### src/rtl/srx_pkg.sv
package srx_pkg;

  localparam int DATA_W = 8;

  typedef enum logic [2:0] {
    S_IDLE  = 3'd0,
    S_DATA  = 3'd1,
    S_PAR   = 3'd2,
    S_STOP1 = 3'd3,
    S_STOP2 = 3'd4
  } rx_state_e;

  localparam logic [1:0] IRQ_RX      = 2'b10;
  localparam logic [1:0] IRQ_SPECIAL = 2'b11;

  localparam logic [1:0] IM_OFF     = 2'b00;
  localparam logic [1:0] IM_FIRST   = 2'b01;
  localparam logic [1:0] IM_ALL_ERR = 2'b10;
  localparam logic [1:0] IM_ALL     = 2'b11;

  typedef struct packed {
    logic              ovr;
    logic              frm;
    logic              par;
    logic [DATA_W-1:0] data;
  } rx_entry_t;

  function automatic logic [3:0] word_bits(input logic [1:0] code);
    case (code)
      2'b00:   return 4'd5;
      2'b01:   return 4'd7;
      2'b10:   return 4'd6;
      default: return 4'd8;
    endcase
  endfunction

endpackage

### src/rtl/srx_baud.sv
module srx_baud #(
  parameter int DIV_LO = 16
) (
  input  logic       clk,
  input  logic       rst,
  input  logic [1:0] mode,
  input  logic       restart,
  input  logic       active,
  output logic       tick
);
  localparam int MAX_LOAD = 6 * DIV_LO;
  localparam int CNT_W    = $clog2(MAX_LOAD + 1);

  logic [CNT_W-1:0] div_w;
  logic [CNT_W-1:0] cnt;

  always_comb begin
    case (mode)
      2'b00:   div_w = CNT_W'(1);
      2'b01:   div_w = CNT_W'(DIV_LO);
      2'b10:   div_w = CNT_W'(2 * DIV_LO);
      default: div_w = CNT_W'(4 * DIV_LO);
    endcase
  end

  always_ff @(posedge clk) begin
    if (rst) begin
      cnt <= '0;
    end else if (restart) begin
      cnt <= div_w + (div_w >> 1) - CNT_W'(1);
    end else if (active) begin
      if (cnt == '0) cnt <= div_w - CNT_W'(1);
      else           cnt <= cnt - CNT_W'(1);
    end
  end

  assign tick = active && !restart && (cnt == '0);

  p_cnt_bound_r1: assert property (@(posedge clk) disable iff (rst)
    active |-> (cnt < CNT_W'(MAX_LOAD)));

endmodule

### src/rtl/srx_framer.sv
module srx_framer
  import srx_pkg::*;
(
  input  logic              clk,
  input  logic              rst,
  input  logic              serial_in,
  input  logic              rx_en,
  input  logic [1:0]        word_code,
  input  logic              par_en,
  input  logic              par_even,
  input  logic              two_stop,
  input  logic              tick,
  output logic              restart,
  output logic              active,
  output logic              push_q,
  output rx_entry_t         entry_q
);
  rx_state_e         state;
  logic [DATA_W-1:0] shreg;
  logic [2:0]        bitcnt;
  logic              par_acc;
  logic              perr;
  logic              ferr;
  logic [3:0]        nbits;

  assign nbits   = word_bits(word_code);
  assign restart = (state == S_IDLE) && rx_en && !serial_in;
  assign active  = (state != S_IDLE);

  always_ff @(posedge clk) begin
    if (rst) begin
      state   <= S_IDLE;
      shreg   <= '0;
      bitcnt  <= '0;
      par_acc <= 1'b0;
      perr    <= 1'b0;
      ferr    <= 1'b0;
      push_q  <= 1'b0;
      entry_q <= '0;
    end else begin
      push_q <= 1'b0;
      case (state)
        S_IDLE: begin
          if (restart) begin
            state   <= S_DATA;
            shreg   <= '0;
            bitcnt  <= '0;
            par_acc <= 1'b0;
            perr    <= 1'b0;
            ferr    <= 1'b0;
          end
        end
        S_DATA: begin
          if (tick) begin
            shreg[bitcnt] <= serial_in;
            par_acc       <= par_acc ^ serial_in;
            bitcnt        <= bitcnt + 3'd1;
            if ({1'b0, bitcnt} == nbits - 4'd1) begin
              if (par_en)        state <= S_PAR;
              else if (two_stop) state <= S_STOP1;
              else               state <= S_STOP2;
            end
          end
        end
        S_PAR: begin
          if (tick) begin
            perr  <= (serial_in != (par_even ? par_acc : !par_acc));
            state <= two_stop ? S_STOP1 : S_STOP2;
          end
        end
        S_STOP1: begin
          if (tick) begin
            if (!serial_in) ferr <= 1'b1;
            state <= S_STOP2;
          end
        end
        S_STOP2: begin
          if (tick) begin
            push_q       <= 1'b1;
            entry_q.data <= shreg;
            entry_q.par  <= perr;
            entry_q.frm  <= ferr | !serial_in;
            entry_q.ovr  <= 1'b0;
            state        <= S_IDLE;
          end
        end
        default: state <= S_IDLE;
      endcase
    end
  end

  p_idle_needs_en_r3: assert property (@(posedge clk) disable iff (rst)
    (state == S_IDLE && !rx_en) |=> (state == S_IDLE));

  p_upper_zero_r2: assert property (@(posedge clk) disable iff (rst)
    push_q |-> ((entry_q.data >> nbits) == '0));

  p_push_one_cycle_r10: assert property (@(posedge clk) disable iff (rst)
    push_q |=> !push_q);

endmodule

### src/rtl/srx_fifo.sv
module srx_fifo
  import srx_pkg::*;
#(
  parameter int DEPTH = 3
) (
  input  logic                       clk,
  input  logic                       rst,
  input  logic                       push,
  input  rx_entry_t                  push_entry,
  input  logic                       pop,
  output rx_entry_t                  head,
  output logic [$clog2(DEPTH+1)-1:0] count,
  output logic                       ovr_event
);
  localparam int PTR_W = (DEPTH > 1) ? $clog2(DEPTH) : 1;
  localparam int CNT_W = $clog2(DEPTH + 1);
  localparam logic [PTR_W-1:0] LAST = PTR_W'(DEPTH - 1);

  rx_entry_t        mem [DEPTH];
  logic [PTR_W-1:0] wr_ptr, rd_ptr, prev_ptr, wr_addr;
  logic             full, empty, do_pop, do_write;
  rx_entry_t        wr_data;

  assign full      = (count == CNT_W'(DEPTH));
  assign empty     = (count == '0);
  assign do_pop    = pop && !empty;
  assign ovr_event = push && full && !do_pop;
  assign do_write  = push && !ovr_event;
  assign prev_ptr  = (wr_ptr == '0) ? LAST : wr_ptr - PTR_W'(1);

  always_comb begin
    wr_addr = ovr_event ? prev_ptr : wr_ptr;
    wr_data = push_entry;
    if (ovr_event) wr_data.ovr = 1'b1;
  end

  always_ff @(posedge clk) begin
    if (push) mem[wr_addr] <= wr_data;
  end

  assign head = mem[rd_ptr];

  always_ff @(posedge clk) begin
    if (rst) begin
      wr_ptr <= '0;
      rd_ptr <= '0;
      count  <= '0;
    end else begin
      if (do_write) wr_ptr <= (wr_ptr == LAST) ? '0 : wr_ptr + PTR_W'(1);
      if (do_pop)   rd_ptr <= (rd_ptr == LAST) ? '0 : rd_ptr + PTR_W'(1);
      case ({do_write, do_pop})
        2'b10:   count <= count + CNT_W'(1);
        2'b01:   count <= count - CNT_W'(1);
        default: count <= count;
      endcase
    end
  end

  p_count_bound_r6: assert property (@(posedge clk) disable iff (rst)
    count <= CNT_W'(DEPTH));

  p_overwrite_keeps_full_r7: assert property (@(posedge clk) disable iff (rst)
    ovr_event |=> (count == CNT_W'(DEPTH)));

endmodule

### src/rtl/srx_irq.sv
module srx_irq
  import srx_pkg::*;
(
  input  logic       clk,
  input  logic       rst,
  input  logic       push,
  input  logic       par_err,
  input  logic       frm_err,
  input  logic       overrun,
  input  logic [1:0] mode,
  input  logic       arm,
  output logic       irq_q,
  output logic [1:0] type_q
);
  logic armed;
  logic any_err;

  assign any_err = par_err | frm_err | overrun;

  always_ff @(posedge clk) begin
    if (rst) begin
      armed  <= 1'b0;
      irq_q  <= 1'b0;
      type_q <= 2'b00;
    end else begin
      irq_q <= 1'b0;
      if (push) begin
        case (mode)
          IM_FIRST: begin
            if (armed) begin
              irq_q  <= 1'b1;
              type_q <= IRQ_RX;
              armed  <= 1'b0;
            end else if (any_err) begin
              irq_q  <= 1'b1;
              type_q <= IRQ_SPECIAL;
            end
          end
          IM_ALL_ERR: begin
            irq_q  <= 1'b1;
            type_q <= any_err ? IRQ_SPECIAL : IRQ_RX;
          end
          IM_ALL: begin
            irq_q  <= 1'b1;
            type_q <= (frm_err | overrun) ? IRQ_SPECIAL : IRQ_RX;
          end
          default: ;
        endcase
      end
      if (arm) armed <= 1'b1;
    end
  end

  p_irq_after_push_r10: assert property (@(posedge clk) disable iff (rst)
    irq_q |-> $past(push));

  p_first_disarm_r11: assert property (@(posedge clk) disable iff (rst)
    (mode == IM_FIRST && armed && push && !arm) |=> !armed);

  p_off_silent_r10: assert property (@(posedge clk) disable iff (rst)
    (push && mode == IM_OFF) |=> !irq_q);

endmodule

### src/rtl/serial_rx_channel.sv
module serial_rx_channel
  import srx_pkg::*;
#(
  parameter int DIV_LO     = 16,
  parameter int FIFO_DEPTH = 3
) (
  input  logic        clk,
  input  logic        rst,
  input  logic        rx_serial,
  input  logic        cfg_rx_en,
  input  logic [1:0]  cfg_clk_mode,
  input  logic [1:0]  cfg_word_len,
  input  logic        cfg_par_en,
  input  logic        cfg_par_even,
  input  logic [1:0]  cfg_stop,
  input  logic [1:0]  cfg_irq_mode,
  input  logic        cmd_arm_first,
  input  logic        cmd_err_reset,
  input  logic        rd_en,
  output logic [7:0]  rd_data,
  output logic        st_char_avail,
  output logic        st_parity_err,
  output logic        st_overrun_err,
  output logic        st_framing_err,
  output logic        irq_req,
  output logic [1:0]  irq_type
);
  localparam int CNT_W = $clog2(FIFO_DEPTH + 1);

  logic             tick, restart, active, push;
  rx_entry_t        new_entry, head;
  logic [CNT_W-1:0] count;
  logic             ovr_event, pop_ok;

  srx_baud #(.DIV_LO(DIV_LO)) u_baud (
    .clk(clk), .rst(rst), .mode(cfg_clk_mode),
    .restart(restart), .active(active), .tick(tick)
  );

  srx_framer u_framer (
    .clk(clk), .rst(rst), .serial_in(rx_serial), .rx_en(cfg_rx_en),
    .word_code(cfg_word_len), .par_en(cfg_par_en), .par_even(cfg_par_even),
    .two_stop(cfg_stop == 2'b11), .tick(tick), .restart(restart),
    .active(active), .push_q(push), .entry_q(new_entry)
  );

  srx_fifo #(.DEPTH(FIFO_DEPTH)) u_fifo (
    .clk(clk), .rst(rst), .push(push), .push_entry(new_entry),
    .pop(pop_ok), .head(head), .count(count), .ovr_event(ovr_event)
  );

  srx_irq u_irq (
    .clk(clk), .rst(rst), .push(push), .par_err(new_entry.par),
    .frm_err(new_entry.frm), .overrun(ovr_event), .mode(cfg_irq_mode),
    .arm(cmd_arm_first), .irq_q(irq_req), .type_q(irq_type)
  );

  assign st_char_avail = (count != '0);
  assign pop_ok        = rd_en && st_char_avail;

  always_ff @(posedge clk) begin
    if (rst) begin
      rd_data        <= '0;
      st_parity_err  <= 1'b0;
      st_overrun_err <= 1'b0;
      st_framing_err <= 1'b0;
    end else begin
      if (cmd_err_reset) begin
        st_parity_err  <= 1'b0;
        st_overrun_err <= 1'b0;
        st_framing_err <= 1'b0;
      end
      if (pop_ok) begin
        rd_data        <= head.data;
        st_framing_err <= head.frm;
        if (head.par) st_parity_err  <= 1'b1;
        if (head.ovr) st_overrun_err <= 1'b1;
      end
    end
  end

  p_par_sticky_r8: assert property (@(posedge clk) disable iff (rst)
    (st_parity_err && !cmd_err_reset) |=> st_parity_err);

  p_ovr_sticky_r8: assert property (@(posedge clk) disable iff (rst)
    (st_overrun_err && !cmd_err_reset) |=> st_overrun_err);

  p_err_clear_r9: assert property (@(posedge clk) disable iff (rst)
    (cmd_err_reset && !pop_ok) |=> (!st_parity_err && !st_overrun_err && !st_framing_err));

  p_empty_read_hold_r8: assert property (@(posedge clk) disable iff (rst)
    (rd_en && !st_char_avail) |=> $stable(rd_data));

endmodule

### config.mk
export PLATFORM = sky130hd
export DESIGN_NAME = serial_rx_channel
export DESIGN_NICKNAME = d
export VERILOG_FILES = /design/src/rtl/srx_pkg.sv /design/src/rtl/srx_baud.sv /design/src/rtl/srx_framer.sv /design/src/rtl/srx_fifo.sv /design/src/rtl/srx_irq.sv /design/src/rtl/serial_rx_channel.sv
export SDC_FILE = /design/constraint.sdc
export NUM_CORES = 1
export LEC_CHECK = 0
export BUFFER_PORTS_ARGS = -buffer_cell sky130_fd_sc_hd__buf_2
export CORE_MARGIN = 3
export CORE_UTILIZATION = 26
export CTS_CLUSTER_DIAMETER = 30
export CTS_CLUSTER_SIZE = 30
export DETAILED_ROUTE_END_ITERATION = 16
export PLACE_DENSITY = 0.47
export SYNTH_ARGS = -nofsm -noshare
export SYNTH_HDL_FRONTEND = slang
export SYNTH_SLANG_ARGS = --single-unit
### constraint.sdc
create_clock -name clk -period 2.25 [get_ports clk]
set_input_delay 0.675 -clock clk [delete_from_list [all_inputs] [get_ports clk]]
set_output_delay 0.675 -clock clk [all_outputs]
set_load 0.01 [all_outputs]
# Word level (Yosys, flattened, before mapping)
# Memory sizes are Yosys's and may differ from the RTL's. A register that Yosys moved wholly into a read port is not among the register bits.
# Index checks and enable logic that the tools add are counted.
# Widths: inputs -> output; s select.
[word_totals]
reg_bits = 56
mem_bits_rw = 33
output_inout_bits = 15
elab_cells = 174
n_memories = 1
[mem_list]
columns = ["memory", "depth", "word_bits", "read_ports", "rd_clocked_by_memory_dff", "write_ports", "line_no", "rtl"]
rows = [
  ["u_fifo.mem", 3, 11, 1, 1, 1, "srx_fifo.sv:19", "rx_entry_t mem [DEPTH];"],
]
[op_classes]
n_addsub = 11
n_lt_le_gt_ge = 2
n_eq_ne = 27
muxes = 62
n_bitwise = 7
n_reduce_logical = 43
[op_table]
columns = ["cell", "count"]
rows = [
  ["$mux 3", 10],
  ["$mux 1", 26],
  ["$mux 7", 3],
  ["$pmux 7 s3", 1],
  ["$sub 7x1->7 const B", 3],
  ["$eq 2x2->1 const B", 9],
  ["$reduce_bool 2->1", 9],
  ["$mux 2", 8],
  ["$mux 8", 2],
  ["$pmux 8 s2", 1],
  ["$pmux 3 s5", 1],
  ["$ne 2x2->1 const B", 6],
  ["$pmux 4 s3", 1],
  ["$logic_and 1x1->1", 10],
  ["$reduce_and 3->1", 3],
  ["$bwmux 8", 1],
  ["$eq 2x1->1 const B", 4],
  ["$logic_not 2->1", 4],
  ["$pmux 1 s2", 4],
  ["$add 7x6->7", 1],
  ["$logic_not 7->1", 1],
  ["$add 2x1->2 const B", 3],
  ["$eq 3x2->1 const B", 2],
  ["$logic_not 1->1", 6],
  ["24 further kinds", 33],
]

# Logic depth before layout (Yosys ltp)
# Gate-level depths: netlist of run 1.
[logic_depth]
depth_word = 9
depth_mapped = 9

# By module
# From an unflattened synthesis of run 1, not the netlist that was laid out.
[hier_totals]
hier_cells = 411
area_unflattened_um2 = 4225.3
[by_module_without_submodules]
columns = ["module", "n_inst", "cells_each", "area_per_inst_um2", "seq_area_each_um2"]
rows = [
  ["srx_fifo", 1, 115, 1631.6, 1151.1],
  ["srx_framer", 1, 160, 1367.6, 560.5],
  ["serial_rx_channel", 1, 50, 528.0, 220.2],
  ["srx_baud", 1, 67, 515.5, 140.1],
  ["srx_irq", 1, 19, 182.7, 80.1],
]

# Worst setup path after synthesis of run 1
# Ideal clock, no wire load.
[synth_path]
path_type = "input -> register"
start = "input port rd_en"
end = "memory u_fifo.mem[1][0] (netlist name) (enable)"
setup_time_ps = 380
t_arrival_ps = 1854
required_ps = 1870
slack_ps = 16
cell_stages = 5
path_buffers = 0
path_cell_list = "nand4b_1 -> inv_2 -> and3_1 -> a31oi_1 -> nor2b_1"
[synth_via]
elab_chain_cells = 5
[synth_rtl]
columns = ["element", "line_no", "rtl"]
rows = [
  ["from (decl)", "serial_rx_channel.sv:19", "input logic rd_en,"],
  ["$logic_and 1x1->1", "serial_rx_channel.sv:59", "assign pop_ok = rd_en && st_char_avail;"],
  ["$logic_and 1x1->1", "srx_fifo.sv:26", "assign do_pop = pop && !empty;"],
  ["$logic_not 1->1", "srx_fifo.sv:27", "assign ovr_event = push && full && !do_pop;"],
  ["$logic_and 1x1->1", "srx_fifo.sv:27", ""],
  ["via ovr_event", "serial_rx_channel.sv:33", "logic ovr_event, pop_ok;"],
  ["$mux 2", "srx_fifo.sv:32", "wr_addr = ovr_event ? prev_ptr : wr_ptr;"],
  ["to (decl)", "srx_fifo.sv:19", ""],
]
# The timed path passes the listed nets, and every way through them passes these cells.

# Worst setup path after layout of run 1
[layout_path]
start = "register u_baud.cnt[1]"
end = "register u_baud.cnt[6]"
[layout_via]
elab_chain_cells = 4
elab_cells_between_ends = 5
classes_between = "add/sub: 1; mux: 3; reduce/logical: 1"
[layout_rtl]
columns = ["element", "line_no", "rtl"]
rows = [
  ["from (decl)", "srx_baud.sv:15", "logic [CNT_W-1:0] cnt;"],
  ["from (signal assigned)", "srx_baud.sv:30", "cnt <= div_w + (div_w >> 1) - CNT_W'(1);"],
  ["from (signal assigned)", "srx_baud.sv:32", "if (cnt == '0) cnt <= div_w - CNT_W'(1);"],
  ["from (signal assigned)", "srx_baud.sv:33", "else cnt <= cnt - CNT_W'(1);"],
  ["$sub 7x1->7 / $logic_not 7->1 (equally long branches)", "srx_baud.sv:33, srx_baud.sv:32", ""],
  ["$mux 7 (*)", "srx_baud.sv:32", ""],
  ["$mux 7 (*)", "srx_baud.sv:31", "end else if (active) begin"],
  ["$mux 7 (*)", "srx_baud.sv:29", "end else if (restart) begin"],
]
# Mark *: on every way between the ends. The rest lies on a longest branch, timed or not. The select of a mux whose other input is x is not followed.
# A chain may end at the register's enable or synchronous reset.

==> summary by stage, run 1 <==
Timing
The number of max-slew violations in the final report is 0. The smallest hold slack is 0.451 ns. Setup repair after global routing left no endpoint under its margin. The period utilization is 91.3%.

Static timing analysis puts the maximum clock frequency at 487 MHz. The number of setup violations in the final report is 0. The clock period minus final worst setup slack is 2.05 ns. The clock tree skew after final layout is 0.00756 ns. For the pin with the worst max-slew slack, the measured transition is 0.640 ns.

The sum of negative setup slack is 0 ns. The relative max-transition margin is 57.3%. The number of hold-slack violations in the final timing report is 0.

Cells and area
The final antenna diode count is 0. For this run, the number of standard cells in the final layout without fillers is 634. From synthesis to final layout, the design area changed by 19.9%. The post-route netlist has 20.0% of its cells at a drive strength greater than 1. The number of filler cells placed in the layout is 1533. The most common cell after layout, fill and taps aside is sky130_fd_sc_hd__dfxtp_1.

The final net count is 470. In the layout the commonest cells are sky130_fd_sc_hd__dfxtp_1 (58), sky130_fd_sc_hd__nand2_1 (51), sky130_fd_sc_hd__nor2_1 (34), sky130_fd_sc_hd__a21oi_1 (34), sky130_fd_sc_hd__edfxtp_1 (33). Summing all non-filler instances in the final layout gives an area of 4840 um^2. For this run, the share of the core covered by cells in the final layout is 32.6%.

Placement
In this run, placement finished with an instance count of 618. In this run the cell area measured after placement is 4530 um^2. The sum of net half-perimeters after detailed placement is 5.67 mm. The weighted congestion reported at the end of routability-driven placement is 0.836. The number of port buffers is 31.

Route
The number of DRC violations after detailed-routing iteration 0 is 194. The detail route stage leaves a number of antenna-violating nets equal to 0. After detailed routing, the number of vias per cell comes to 4.63. The total via count in the routed design is 2937. The DRC violation count after routing is 0. The wire length reported by the detailed router is 8.13 mm.

Dividing the detail-routed wire length by the instance count gives 12.8 um. For this run, the detailed router's first-pass iteration total came to 4.

Yosys
The most used flip-flop cell after synthesis is sky130_fd_sc_hd__dfxtp_1. The top-area cell type share of the netlist area is 28.8%. The count of synthesis-stage warnings from yosys is 0. After synthesis, the netlist uses 58 different library cells. The fraction of synthesis flops using an asynchronous set or reset pin is 0%.

Yosys mapped a number of flops with a built-in enable equal to 33. The leading area contributor after synthesis is sky130_fd_sc_hd__dfxtp_1. In the post-synthesis netlist, the biggest area contributors are sky130_fd_sc_hd__dfxtp_1 (29%), sky130_fd_sc_hd__edfxtp_1 (25%), sky130_fd_sc_hd__mux2i_1 (5.7%), sky130_fd_sc_hd__nand2_1 (4.7%), sky130_fd_sc_hd__a21oi_1 (4.2%).

Sequential elements use 53.3% of the synthesized area. Synthesis produced 398 cells. The mapped netlist covers 4030 um^2. The number of nets produced by synthesis is 423. Synthesis inferred 91 register bits. The synthesized area per cell is 10.1 um^2.

Die
The die covers 17000 um^2. The initial core utilization is 27.1%. The overall die width is 131 um. Row generation in the floorplan step produced 44 rows. The area of the core is 14900 um^2. The number of top-level pins is 32. In this run the vertical extent of the chip is 131 um.

Clocking
The number of setup buffers added after CTS is 0. The insertion delay to the later sink of the worst-skew pair is 0.34 ns. CTS saw 91 sinks. In this run, post-CTS repair resized a total of 0 instances.

The clock transition at the registers of the reported paths is 0.07 ns. The number of buffers added to fix hold violations after cts is 0. The number of levels in the clock H-tree is 3. Buffers inserted during clock tree synthesis total 9. The clock tree root driver cell is sky130_fd_sc_hd__clkbuf_16. The TritonCTS clock tree is built. Counting along the longest clock path gives a buffer depth of 2.

Flow run
The number of max-capacitance violations reported is 0.

Worst setup path
Of all nets on the critical path, the largest fanout is 4. Counting both buffers and inverters, the worst setup path holds a total of 1. Data arrives at the worst endpoint at 2.27 ns. The nature of the critical path startpoint is a flip-flop.

The signal on the critical path passes through nor4_2, and2_1, a21oi_1, ha_1, nor3b_2, buf_4, a311oi_1, a311oi_1. Among all stages on the critical path, the largest delay is contributed by sky130_fd_sc_hd__nor4_2. Data on the critical path is required at its endpoint by 2.47 ns. The largest single stage delay on the critical path is 0.40 ns. On the critical path the largest part of the delay comes from simple AND/OR/NAND/NOR gates.

The worst setup path is captured at a flip-flop. Among the stages of the critical path, the cell type that occurs most often is sky130_fd_sc_hd__a311oi_1. The category of the most critical setup path is flip-flop to flip-flop.

Global routing
The number of antenna violations at the first check in global routing is 0. The remaining global-route overflow is 0. The number of global-route vias before repair is 2764. The maximum number of pins on one net before global-route repair is 33. The first global-routing pass estimated 13.6 mm of wire. The total global-route track usage is 10.1%.

Pwr
The cell area power density is 933 nW/um^2. IR analysis of the VDD net gives a maximum drop of 0.539 mV. The analysis attributes to cell leakage a power of 1.79 nW.

Hold path
In this run the worst hold path is classified as flip-flop to flip-flop.

Status
The flow ran to the end, and the final reports show no timing, DRC or antenna violations.
## state kept, by name, summed over array words and instances (netlist names), 2 cells and up, named ones only
| name | count |
|---|---|
| u_framer.entry_q | 10 |
| u_framer.shreg | 8 |
| u_framer.state | 3 |
| u_fifo.mem | 33 |
| u_baud.cnt | 7 |
| u_irq.type_q | 2 |
| u_fifo.count | 2 |
| rd_data | 8 |
| u_fifo.rd_ptr | 2 |
| u_fifo.wr_ptr | 2 |
| u_framer.bitcnt | 3 |
## cell families (layout without fill, tap and decap cells)
family	after synthesis	count (layout)	share of synthesized area, %
AOI/OAI and AO/OA	89	89	14.2
xor gates and xnor gates	9	9	1.95
adders and majority gates	8	8	2.48
buffers and inverters	34	86	4.03
DFF	91	91	53.3
muxes	23	23	5.71
and+or+nand+nor	144	144	18.3
## final cells by class
type | count | area, um^2 | area share [%]
Clock buffer | 10 | 229 | 4.73
Inverter | 11 | 41.3 | 0.853
Timing Repair Buffer | 59 | 390 | 8.07
Clock inverter | 6 | 71.3 | 1.47
Multi-Input combinational cell | 273 | 1720 | 35.6
Sequential cell | 91 | 2150 | 44.5
Tap cell | 184 | 230 | 4.76
## where the power goes
group          total, mW  switching [mW]  internal (mW)
sequential          1.90           0.120           1.78
clock               1.53           0.651          0.878
combinational       1.09           0.570          0.516
total               4.52            1.34           3.17
## through the flow
step | total power [mW] | setup WS [ns]
after floorplan | 2.63 | 0.0163
after global placement | 3.00 | 0.136
after detailed placement | 3.01 | 0.101
after CTS | 4.56 | 0.186
after global routing | 4.78 | 0.0243
final | 4.52 | 0.196
## Yosys cell counts, drive strengths merged (10+ instances only)
cell type and count:
dfxtp 58, nand2 51, a21oi 34, nor2 34
edfxtp 33, mux2i 23, o21ai 21, clkbuf 12
inv 11, buf 10
## worst min-delay path: stages (launching register included)
cell and delay, ns:
sky130_fd_sc_hd__dfxtp_1 0.31, sky130_fd_sc_hd__nand2_1 0.05, sky130_fd_sc_hd__a21oi_1 0.05
## path summary, 6_finish.rpt
check                                   start       endpoint  slack [ns]  cells past startpoint
worst max-delay path            u_baud.cnt[1]  u_baud.cnt[6]        0.20                      8
worst min-delay path               rd_data[0]     rd_data[0]        0.45                      2
worst max register to register  u_baud.cnt[1]  u_baud.cnt[6]        0.20                      8
worst min register to register     rd_data[0]     rd_data[0]        0.45                      2
## routing by layer
metal  up-vias  global-route usage [%]  routed length, um
li1       1526                       -                  -
met1      1346                    13.3               4090
met2        55                    15.8               3600
met3        10                    3.58                357
met4         0                    2.60                 85
met5         -                       0                  0
(Power assumes the default switching activity.)
==> run 2, diff against run 1 <==
CAP_MARGIN = 10   (was not set)
REMOVE_ABC_BUFFERS = 1   (was not set)
==> summary by stage, run 2 (same netlist as run 1, synthesis figures left out) <==
Clocking
The insertion delay to the later sink of the worst-skew pair is 0.34 ns. Buffers inserted to repair hold after CTS numbered 0. The clock buffer count from CTS is 9. The clock tree root driver cell is sky130_fd_sc_hd__clkbuf_16. The number of levels in the clock H-tree is 3. The longest clock path from root to sink contains 2 buffers.

Clock-pin slew was measured on the worst setup and hold paths at 0.07 ns. Post-CTS repair changed the size of 0 cells. TritonCTS built the clock tree. The number of clock sinks seen by CTS is 91.

Post-CTS timing repair inserted 0 buffers for setup.

Die
The die area is 17000 um^2. The region available for standard cell placement spans 14900 um^2. The number of cell rows is 44. Pin placement for this block handled 32 I/O pins.

The overall die width is 131 um. The floorplan step set the die height to 131 um. The initial core utilization is 27.1%.

Global routing
The number of global-route vias before repair is 2778. Summed over all layers, the global routing overflow is 0. The first-pass GRT wire length is 13.5 mm.

The total global-route track usage is 9.88%. Entering global routing, the biggest net connects 37 pins. The number of antenna violations at the first check in global routing was 0.

Timing
The number of setup violations in the final report is 0. For the pin with the worst max-slew slack, the measured transition is 0.683 ns. The number of max-slew violations in the final report is 0. In the finished design, the share of the clock period the worst path needs comes to 92.5%. The clock tree skew after final layout is 0.00843 ns. The number of hold-slack violations in the final timing report is 0. Timing would allow up to 481 MHz. Setup repair after global routing left no endpoint under its margin. After layout, the minimum clock period comes to 2.08 ns.

The sum of negative setup slack is 0 ns. Headroom to the max-slew limit came out at 54.4%.

Route
The total via count in the routed design is 2914. Summed over all layers, the routed wires come to 8.09 mm. The number of detailed-routing iterations run before antenna repair is 4. Dividing the detail-routed wire length by the instance count gives 12.9 um. The via density per instance is 4.64. The DRC violation count after routing is 0. The number of antenna-violating nets in the routed design is 0. The number of DRC violations after detailed-routing iteration 0 is 167.

Worst setup path
The critical path goes through nor3_1, and2_1, a21oi_1, ha_1, nor3b_1, a21oi_1, a311oi_1, a311oi_1. The source of the worst register-to-register timing path is u_baud.cnt[4]. The largest individual stage delay along the critical path comes from the cell sky130_fd_sc_hd__dfxtp_1. STA classifies the critical path startpoint as a flip-flop.

For the worst setup path, the data required time is 2.46 ns. On the worst path, the slowest cell contributes a delay of 0.43 ns. The maximum fanout along the worst path is 6. The cell count of the worst reg-to-reg path is 8. The worst setup path is captured at a flip-flop. The endpoint of the lowest-slack register-to-register path is u_baud.cnt[6]. The kind of cell with the highest combined delay along the critical path is simple AND/OR/NAND/NOR gates.

The slack of the worst reg-to-reg path is 0.17 ns. The number of buffers and inverters on the critical path is 0. STA puts the critical path data arrival time at 2.29 ns. The category of the most critical setup path is flip-flop to flip-flop.

Pwr
VDD sags by at most 0.518 mV. The cell leakage power is 1.75 nW. Dividing total power by cell area gives a power density of 916 nW/um^2.

Placement
The number of port buffers is 31. The sum of net half-perimeters after detailed placement is 5.72 mm. The cell area after placement is 4500 um^2.

At the end of routability-driven placement, the weighted congestion stood at 0.817.

Hold path
The min-delay analysis places its worst path in the category flip-flop to flip-flop. For hold timing, the worst endpoint is rd_data[6]. The startpoint of the most critical hold path is rd_data[6]. Counting instances, the worst hold path has a depth of 2.

Cells and area
Leaving out fill and tap cells, the most frequent cell in the layout is sky130_fd_sc_hd__dfxtp_1. The storage element area is 2150 um^2. The area used by multi-input combinational logic is 1720 um^2. The finished cells cover 4800 um^2.

Counting the fill cells in the layout gives 1535. The net count of the finished layout is 464. In the layout the commonest cells are sky130_fd_sc_hd__dfxtp_1 (58), sky130_fd_sc_hd__nand2_1 (51), sky130_fd_sc_hd__nor2_1 (34), sky130_fd_sc_hd__a21oi_1 (34), sky130_fd_sc_hd__edfxtp_1 (33). The register with the most flip-flops in the layout has 33 of them. The synthesis-to-layout area growth is 19.0%. The largest registers in the layout are u_fifo.mem (33), u_framer.entry_q (10).

The register bank with the most flops is u_fifo.mem. The share of the core filled with cells in the final layout is 32.3%. 0 antenna diodes ended up in the layout. Of the cells placed in the final design, the portion with a size suffix greater than 1 is 18.9%.

Status
The run finished with clean final reports.

Flow run
The number of max-capacitance violations reported is 0.
[run 2: worst register-to-register path, stage by stage (launching register included)]
cell                       delay [ns]
sky130_fd_sc_hd__dfxtp_1         0.43
sky130_fd_sc_hd__nor3_1          0.10
sky130_fd_sc_hd__and2_1          0.18
sky130_fd_sc_hd__a21oi_1         0.15
sky130_fd_sc_hd__ha_1            0.20
sky130_fd_sc_hd__nor3b_1         0.42
sky130_fd_sc_hd__a21oi_1         0.13
sky130_fd_sc_hd__a311oi_1        0.27
sky130_fd_sc_hd__a311oi_1        0.07
[run 2: worst max path at each step]
stage,from,end,slack [ns],depth (start not counted)
finish,u_baud.cnt[4],u_baud.cnt[6],0.17,8
global route,u_baud.cnt[4],u_baud.cnt[6],0.02,8
CTS,u_baud.cnt[4],u_baud.cnt[6],0.20,8
detailed placement,cfg_clk_mode[1],u_baud.cnt[6],0.07,8
global placement,rd_en,u_fifo.mem[0][1],0.13,6
floorplan,rd_en,u_fifo.mem[1][0],0.01,5
[run 2: metal layers]
metal	part of all wire, %	track usage (%)
met1	49	12.9
met2	46	16.2
met4	0.40	1.81
met3	4.2	3.25
met5	0	0
[run 2: area by class of cell]
cell class                 instances  area share (%)
clock inverter                     7            1.54
multi-input combinational        273            35.8
sequential                        91            44.8
clock buffer                       9            4.69
tap                              184            4.80
inverter                          11           0.860
timing repair buffer              53            7.46
[run 2: power by group]
part / internal (mW) / leakage (nW) / switching (mW)
Clock: 0.786 / 0.147 / 0.701
Sequential: 1.78 / 0.783 / 0.142
Combinational: 0.453 / 0.824 / 0.534
Total: 3.02 / 1.75 / 1.38
[run 2: metrics by stage]
| stage | instances | worst slack, ns | hold slack, ns | power (mW) |
|---|---|---|---|---|
| 2_1_floorplan | 375 | 0.0145 | 0.426 | 2.56 |
| 3_3_place_gp | 612 | 0.133 | 0.442 | 2.93 |
| 3_5_place_dp | 612 | 0.0707 | 0.445 | 2.94 |
| 4_1_cts | 628 | 0.197 | 0.456 | 4.45 |
| 5_1_grt | 628 | 0.0224 | 0.482 | 4.64 |
| 6_report | 628 | 0.170 | 0.451 | 4.40 |
